### config.mk
export PLATFORM = sky130hd
export DESIGN_NAME = unaligned_byte_seq
export DESIGN_NICKNAME = d
export VERILOG_FILES = /design/src/rtl/ubs_pkg.sv /design/src/rtl/ubs_ctrl.sv /design/src/rtl/ubs_bytes.sv /design/src/rtl/ubs_wb.sv /design/src/rtl/unaligned_byte_seq.sv
export SDC_FILE = /design/constraint.sdc
export NUM_CORES = 1
export LEC_CHECK = 0
export BUFFER_PORTS_ARGS = -buffer_cell sky130_fd_sc_hd__buf_2
export CAP_MARGIN = 10
export CORE_AREA = 8 8 165 167
export CTS_CLUSTER_SIZE = 16
export DETAILED_ROUTE_END_ITERATION = 12
export DIE_AREA = 0 0 173 175
export PLACE_DENSITY = 0.86
export SLEW_MARGIN = 20
export SYNTH_ARGS = -nofsm -noshare
export SYNTH_HDL_FRONTEND = slang
export SYNTH_SLANG_ARGS = --single-unit
### constraint.sdc
create_clock -name clk -period 6.15 [get_ports clk]
set_input_delay 0.9225 -clock clk [delete_from_list [all_inputs] [get_ports clk]]
set_output_delay 0.9225 -clock clk [all_outputs]
set_load 0.02 [all_outputs]
### src/rtl/ubs_pkg.sv
package ubs_pkg;
  localparam int WORD_BYTES = 4;
  localparam int PAIR_BYTES = 2 * WORD_BYTES;
  localparam int PAIR_BITS  = 8 * PAIR_BYTES;
  localparam int IDX_W      = $clog2(PAIR_BYTES);

  typedef enum logic [1:0] {
    SZ_HALF  = 2'd0,
    SZ_WORD  = 2'd1,
    SZ_DWORD = 2'd2,
    SZ_RSVD  = 2'd3
  } size_e;

  // number of byte beats for a transfer size (reserved size behaves as a word)
  function automatic logic [IDX_W:0] beats_for(size_e sz);
    case (sz)
      SZ_HALF:  return (IDX_W+1)'(2);
      SZ_DWORD: return (IDX_W+1)'(PAIR_BYTES);
      default:  return (IDX_W+1)'(WORD_BYTES);
    endcase
  endfunction

  // byte lane of the 64-bit pair that beat number idx occupies
  function automatic logic [IDX_W-1:0] lane_for(size_e sz, logic be, logic [IDX_W-1:0] idx);
    if (!be)             return idx;
    else if (sz == SZ_HALF) return {2'b00, ~idx[0]};
    else                 return {idx[2], ~idx[1:0]};
  endfunction

  // final load value: sign extension of a signed halfword
  function automatic logic [PAIR_BITS-1:0] finish_load(logic [PAIR_BITS-1:0] acc, size_e sz, logic sgn);
    if (sz == SZ_HALF && sgn) return {32'd0, {16{acc[15]}}, acc[15:0]};
    else                      return acc;
  endfunction
endpackage

### src/rtl/ubs_ctrl.sv
module ubs_ctrl
  import ubs_pkg::*;
(
  input  logic             clk,
  input  logic             rst_n,
  input  logic             start,
  input  logic [IDX_W:0]   beats,
  input  logic             mem_ack,
  input  logic             mem_err,
  output logic             busy,
  output logic [IDX_W-1:0] idx,
  output logic             beat_ok,
  output logic             fin_ok,
  output logic             fin_err
);
  logic             busy_q;
  logic [IDX_W-1:0] idx_q;
  logic [IDX_W:0]   beats_q;
  logic             last_beat;

  assign last_beat = ({1'b0, idx_q} == beats_q - (IDX_W+1)'(1));
  assign beat_ok   = busy_q & mem_ack & ~mem_err;
  assign fin_err   = busy_q & mem_ack & mem_err;
  assign fin_ok    = beat_ok & last_beat;
  assign busy      = busy_q;
  assign idx       = idx_q;

  always_ff @(posedge clk or negedge rst_n) begin
    if (!rst_n) begin
      busy_q  <= 1'b0;
      idx_q   <= '0;
      beats_q <= '0;
    end else if (start) begin
      busy_q  <= 1'b1;
      idx_q   <= '0;
      beats_q <= beats;
    end else if (fin_ok || fin_err) begin
      busy_q  <= 1'b0;
    end else if (beat_ok) begin
      idx_q   <= idx_q + IDX_W'(1);
    end
  end
endmodule

### src/rtl/ubs_bytes.sv
module ubs_bytes
  import ubs_pkg::*;
(
  input  logic                 clk,
  input  logic                 rst_n,
  input  logic                 start,
  input  size_e                size_in,
  input  logic                 signed_in,
  input  logic                 load_in,
  input  logic [PAIR_BITS-1:0] wdata_in,
  input  logic                 big_endian,
  input  logic                 beat_ok,
  input  logic [IDX_W-1:0]     idx,
  input  logic [7:0]           rdata,
  output logic [7:0]           wbyte,
  output logic [PAIR_BITS-1:0] result
);
  size_e                size_q;
  logic                 sign_q;
  logic                 load_q;
  logic [PAIR_BITS-1:0] store_q;
  logic [PAIR_BITS-1:0] acc_q;
  logic [IDX_W-1:0]     lane;

  assign lane   = lane_for(size_q, big_endian, idx);
  assign wbyte  = store_q[{lane, 3'b000} +: 8];
  assign result = finish_load(acc_q, size_q, sign_q);

  always_ff @(posedge clk or negedge rst_n) begin
    if (!rst_n) begin
      size_q  <= SZ_HALF;
      sign_q  <= 1'b0;
      load_q  <= 1'b0;
      store_q <= '0;
      acc_q   <= '0;
    end else if (start) begin
      size_q  <= size_in;
      sign_q  <= signed_in;
      load_q  <= load_in;
      store_q <= wdata_in;
      acc_q   <= '0;
    end else if (beat_ok && load_q) begin
      acc_q[{lane, 3'b000} +: 8] <= rdata;
    end
  end
endmodule

### src/rtl/ubs_wb.sv
module ubs_wb #(
  parameter int AW = 32
) (
  input  logic [AW-1:0] base,
  input  logic [AW-1:0] offset,
  input  logic          pre,
  input  logic          up,
  input  logic          wbit,
  input  logic          fault,
  output logic          wb_en,
  output logic [AW-1:0] wb_addr
);
  function automatic logic [AW-1:0] signed_off(logic [AW-1:0] off, logic add);
    return add ? off : (~off + AW'(1));
  endfunction

  assign wb_addr = pre ? base : base + signed_off(offset, up);
  assign wb_en   = (~pre | wbit) & ~fault;
endmodule

### src/rtl/unaligned_byte_seq.sv
module unaligned_byte_seq
  import ubs_pkg::*;
#(
  parameter int AW = 32
) (
  input  logic                 clk,
  input  logic                 rst_n,
  input  logic                 big_endian,
  input  logic                 req_valid,
  input  logic [AW-1:0]        req_addr,
  input  logic [1:0]           req_size,
  input  logic                 req_load,
  input  logic                 req_signed,
  input  logic                 req_pre,
  input  logic                 req_up,
  input  logic                 req_wb,
  input  logic [AW-1:0]        req_offset,
  input  logic [PAIR_BITS-1:0] req_wdata,
  output logic                 busy,
  output logic                 mem_req,
  output logic                 mem_we,
  output logic [AW-1:0]        mem_addr,
  output logic [7:0]           mem_wdata,
  input  logic                 mem_ack,
  input  logic                 mem_err,
  input  logic [7:0]           mem_rdata,
  output logic                 done,
  output logic                 done_fault,
  output logic [PAIR_BITS-1:0] done_data,
  output logic                 done_wb_en,
  output logic [AW-1:0]        done_wb_addr
);
  // internal events, named for the checker
  logic             start;
  logic             beat_ok;
  logic             fin_ok;
  logic             fin_err;
  logic [IDX_W-1:0] idx;
  logic             wb_en_c;
  logic [AW-1:0]    wb_addr_c;

  logic [AW-1:0] addr_q;
  logic [AW-1:0] off_q;
  logic          load_q, pre_q, up_q, wbit_q;
  logic          done_q, fault_q, wb_en_q;
  logic [AW-1:0] wb_addr_q;

  assign start = req_valid & ~busy;

  ubs_ctrl u_ctrl (
    .clk     (clk),
    .rst_n   (rst_n),
    .start   (start),
    .beats   (beats_for(size_e'(req_size))),
    .mem_ack (mem_ack),
    .mem_err (mem_err),
    .busy    (busy),
    .idx     (idx),
    .beat_ok (beat_ok),
    .fin_ok  (fin_ok),
    .fin_err (fin_err)
  );

  ubs_bytes u_bytes (
    .clk        (clk),
    .rst_n      (rst_n),
    .start      (start),
    .size_in    (size_e'(req_size)),
    .signed_in  (req_signed),
    .load_in    (req_load),
    .wdata_in   (req_wdata),
    .big_endian (big_endian),
    .beat_ok    (beat_ok),
    .idx        (idx),
    .rdata      (mem_rdata),
    .wbyte      (mem_wdata),
    .result     (done_data)
  );

  ubs_wb #(.AW(AW)) u_wb (
    .base    (addr_q),
    .offset  (off_q),
    .pre     (pre_q),
    .up      (up_q),
    .wbit    (wbit_q),
    .fault   (fin_err),
    .wb_en   (wb_en_c),
    .wb_addr (wb_addr_c)
  );

  assign mem_req  = busy;
  assign mem_we   = ~load_q;
  assign mem_addr = addr_q + {{(AW-IDX_W){1'b0}}, idx};

  always_ff @(posedge clk or negedge rst_n) begin
    if (!rst_n) begin
      addr_q <= '0;
      off_q  <= '0;
      load_q <= 1'b1;
      pre_q  <= 1'b0;
      up_q   <= 1'b0;
      wbit_q <= 1'b0;
    end else if (start) begin
      addr_q <= req_addr;
      off_q  <= req_offset;
      load_q <= req_load;
      pre_q  <= req_pre;
      up_q   <= req_up;
      wbit_q <= req_wb;
    end
  end

  always_ff @(posedge clk or negedge rst_n) begin
    if (!rst_n) begin
      done_q    <= 1'b0;
      fault_q   <= 1'b0;
      wb_en_q   <= 1'b0;
      wb_addr_q <= '0;
    end else begin
      done_q <= fin_ok | fin_err;
      if (fin_ok || fin_err) begin
        fault_q   <= fin_err;
        wb_en_q   <= wb_en_c;
        wb_addr_q <= wb_addr_c;
      end
    end
  end

  assign done         = done_q;
  assign done_fault   = fault_q;
  assign done_wb_en   = wb_en_q;
  assign done_wb_addr = wb_addr_q;
endmodule

==> qor.csv <==
metric,value,unit
outcome,completed,
share of the synthesized area in the top cell type,0.444,
Sum Neg Setup Slack,0,ns
Final Routed Wirelength,39100,um
largest net degree at the start of global routing,181,
critical path's slowest cell,nor4b_1,
Tot GR Track Use,0.247,
vias in the first global route,11900,
max-cap violations,0,
post-CTS resize count,0,
synth unique cells,56,
"Warnings, synthesis",0,
cell mode on critical path,a21oi_1,
Min Hold Slack,0.413,ns
TritonCTS buffer count,27,
element type at the critical path end,flop,
Worst-Margin Slew,1.05,ns
share of cells above drive strength 1,0.210,
clock sinks,242,
Worst Path Arrival,5.44,ns
worst IR drop on VDD,302,uV
GP Congestion,0.944,
Initial DRC Count,1034,
CP cell instances,inv_1 -> ha_1 -> nor3b_1 -> nor4b_1 -> and3b_1 -> nor2b_1 -> a21oi_1 -> xor2_1 -> ha_1 -> a21oi_1 -> o21ai_0 -> nor4_1 -> a21oi_1 -> a21oi_1 -> o21ai_0 -> xor2_1 -> a221o_1,
Port-buffer cells,290,
clock root buffer master,clkbuf_16,
CTS tree,done,
vias post-DR,12100,
ys async rst share,1.00,
Main synth FF type,dfrtp_1,
Mean Syn Cell Area,8.55,sq um
GRT overflow,0,
leakage,0.00850,uW
type of origin of the critical path,flop,
detail-routed net length per standard cell,18.1,um
DR pass1 iterations,6,
crit path time final,5.02,ns
number of enable flip-flop cells after synthesis,0,
setup bufs post-CTS,0,
Worst Path Required,6.57,ns
Die Ht,175,um
register area share after synthesis,0.446,
area delta synth->final,17.3,%
Chip Width,173,um
first-pass GRT wire length,61900,um
Max Slew Vio Count,0,
post-route ant nets,0,
Max-slew headroom,0.300,
maximum clock rate,199,MHz
Seq cells post-synth,242,
detailed placement HPWL,28300,um
Clock Path Buffers,3,
row count,58,
Nets,2005,
fin crit share,0.817,
top post-synthesis cells by area,"dfrtp_1 44%, nand2_1 14%, ha_1 4.1%",
final clock skew,0.0188,ns
H-tree lvl count,1,
Crit Path Class,reg2reg,
CP peak stage delay,0.64,ns
setup violators final,0,
initial antenna violation count,10,
cell taking the most area after synthesis,dfrtp_1,
drt drc,0,
clock-pin slew of the registers on the worst-case setup and hold paths,0.06,ns
I/O Pins,291,
CTS Hold Bufs,0,
Final Util,0.645,
min-delay worst type,in2async,
setup repair after global routing missed its margin,false,
Mapped Cells,1587,
Die ar.,0.0303,sq mm
fill cell count,2023,
PwrDens,615,mW/mm^2
Placeable Area,0.0247,sq mm
"Cell Area, Synth",0.0136,sq mm
highest net fanout along the worst path,6,
DR vias/cell,5.60,
Initial Util,0.550,
Synth Net Count,1782,
Skew-Pair Late Insertion Delay,0.55,ns
Fin. Hold Viols,0,
[sequential cells by signal (all words and copies together), names as in the netlist, 2 cells and up]
register,flops
addr_q,32
u_bytes.store_q,64
off_q,32
done_wb_addr,32
u_ctrl.idx,3
u_ctrl.beats_q,3
u_bytes.acc_q,64
u_bytes.size_q,2
[stage by stage]
step | instances | instance area (sq um) | setup slack [ns] | power [uW]
finish | 2162 | 15900 | 1.13 | 9800
global route | 2162 | 15900 | 0.677 | 10500
CTS | 2157 | 15900 | 1.25 | 9770
detailed placement | 2111 | 15100 | 1.30 | 8180
global placement | 2111 | 15100 | 1.39 | 8020
floorplan | 1587 | 13600 | 1.86 | 6760
[cell families after synthesis]
group	synth area share
buffers and inverters	0.0450
and+or+nand+nor	0.241
adders and majority gates	0.0435
xor gates and xnor gates	0.0600
muxes	0.0614
AOI/OAI and AO/OA	0.103
DFF	0.446
[cell type report]
cell class	count	area [sq um]	share of cell area
Clock inverter	12	106	0.00668
Timing Repair Buffer	301	1560	0.0977
Sequential cell	242	6060	0.380
Clock buffer	34	732	0.0460
Tap cell	330	413	0.0259
Antenna cell	5	12.5	0.000786
Inverter	27	101	0.00636
Multi-Input combinational cell	1211	6950	0.436
[worst max-delay path, delay by kind of cell, from the launching register on]
| family | cells | cell delay, ns |
|---|---|---|
| buffers and inverters | 1 | 0.08 |
| and+or+nand+nor | 5 | 2.06 |
| AOI/OAI and AO/OA | 7 | 1.42 |
| adders and majority gates | 2 | 0.53 |
| DFF | 1 | 0.40 |
| xor gates and xnor gates | 2 | 0.38 |
[layer usage]
layer	track usage	vias to the layer above	share of wire
li1	-	5688	-
met4	0.107	10	0.041
met2	0.404	530	0.47
met1	0.307	5761	0.40
met5	0	-	0.0016
met3	0.0635	126	0.082
[cell usage in the layout, fill, tap and decap left out, drive strengths merged, types with 8 or more instances in the layout]
master / count
and2: 35
a31oi: 8
a21o: 34
xor2: 45
buf: 301
and3: 15
mux4: 16
xnor2: 48
a21oi: 87
nor3: 13
ha: 44
clkinv: 9
clkbuf: 34
nand4: 9
inv: 29
mux2: 10
dfrtp: 241
mux2i: 36
o21ai: 81
nor2: 118
nand2: 511
nor2b: 8
nand3: 21
[final timing paths]
kind                                                  from                         endpoint  slack [ns]  depth (start not counted)
setup / recovery                      off_q[0]$_DFFE_PN0P_     done_wb_addr[27]$_DFFE_PN0P_        1.13                         17
hold / removal                                       rst_n            addr_q[2]$_DFFE_PN0P_        0.41                          1
setup reg to reg                      off_q[0]$_DFFE_PN0P_     done_wb_addr[27]$_DFFE_PN0P_        1.13                         17
hold reg to reg            u_bytes.store_q[36]$_DFFE_PN0P_  u_bytes.store_q[36]$_DFFE_PN0P_        0.47                          2
max in group asynchronous                            rst_n  u_bytes.store_q[56]$_DFFE_PN0P_        4.27                          2
min in group clk           u_bytes.store_q[36]$_DFFE_PN0P_  u_bytes.store_q[36]$_DFFE_PN0P_        0.47                          2
[power by group]
group	switching, uW	internal [uW]	total [uW]
clock network	665	885	1550
logic	3270	2190	5460
registers	608	2170	2780
total	4540	5250	9800
[synth_stat cells (all sizes together), types with 2 or more instances]
cell type,n
o21a,2
mux2i,36
nand3b,4
nor4b,3
and3,15
clkbuf,77
dfrtp,241
a221oi,3
a21o,34
nor2,118
nand3,21
and3b,2
a21oi,87
a221o,4
nor4,6
fa,2
or3,4
xnor2,48
o211ai,3
a211oi,6
nor3b,7
buf,30
a41oi,2
and4,2
nand4,9
xor2,45
or2,2
inv,27
o21ai,81
ha,44
and2,35
mux2,10
mux4,16
nor3,13
nor2b,8
or4,5
nand2b,2
o31ai,3
nand2,511
a31oi,8
o21bai,3
Power figures use the tool's default switching activity.
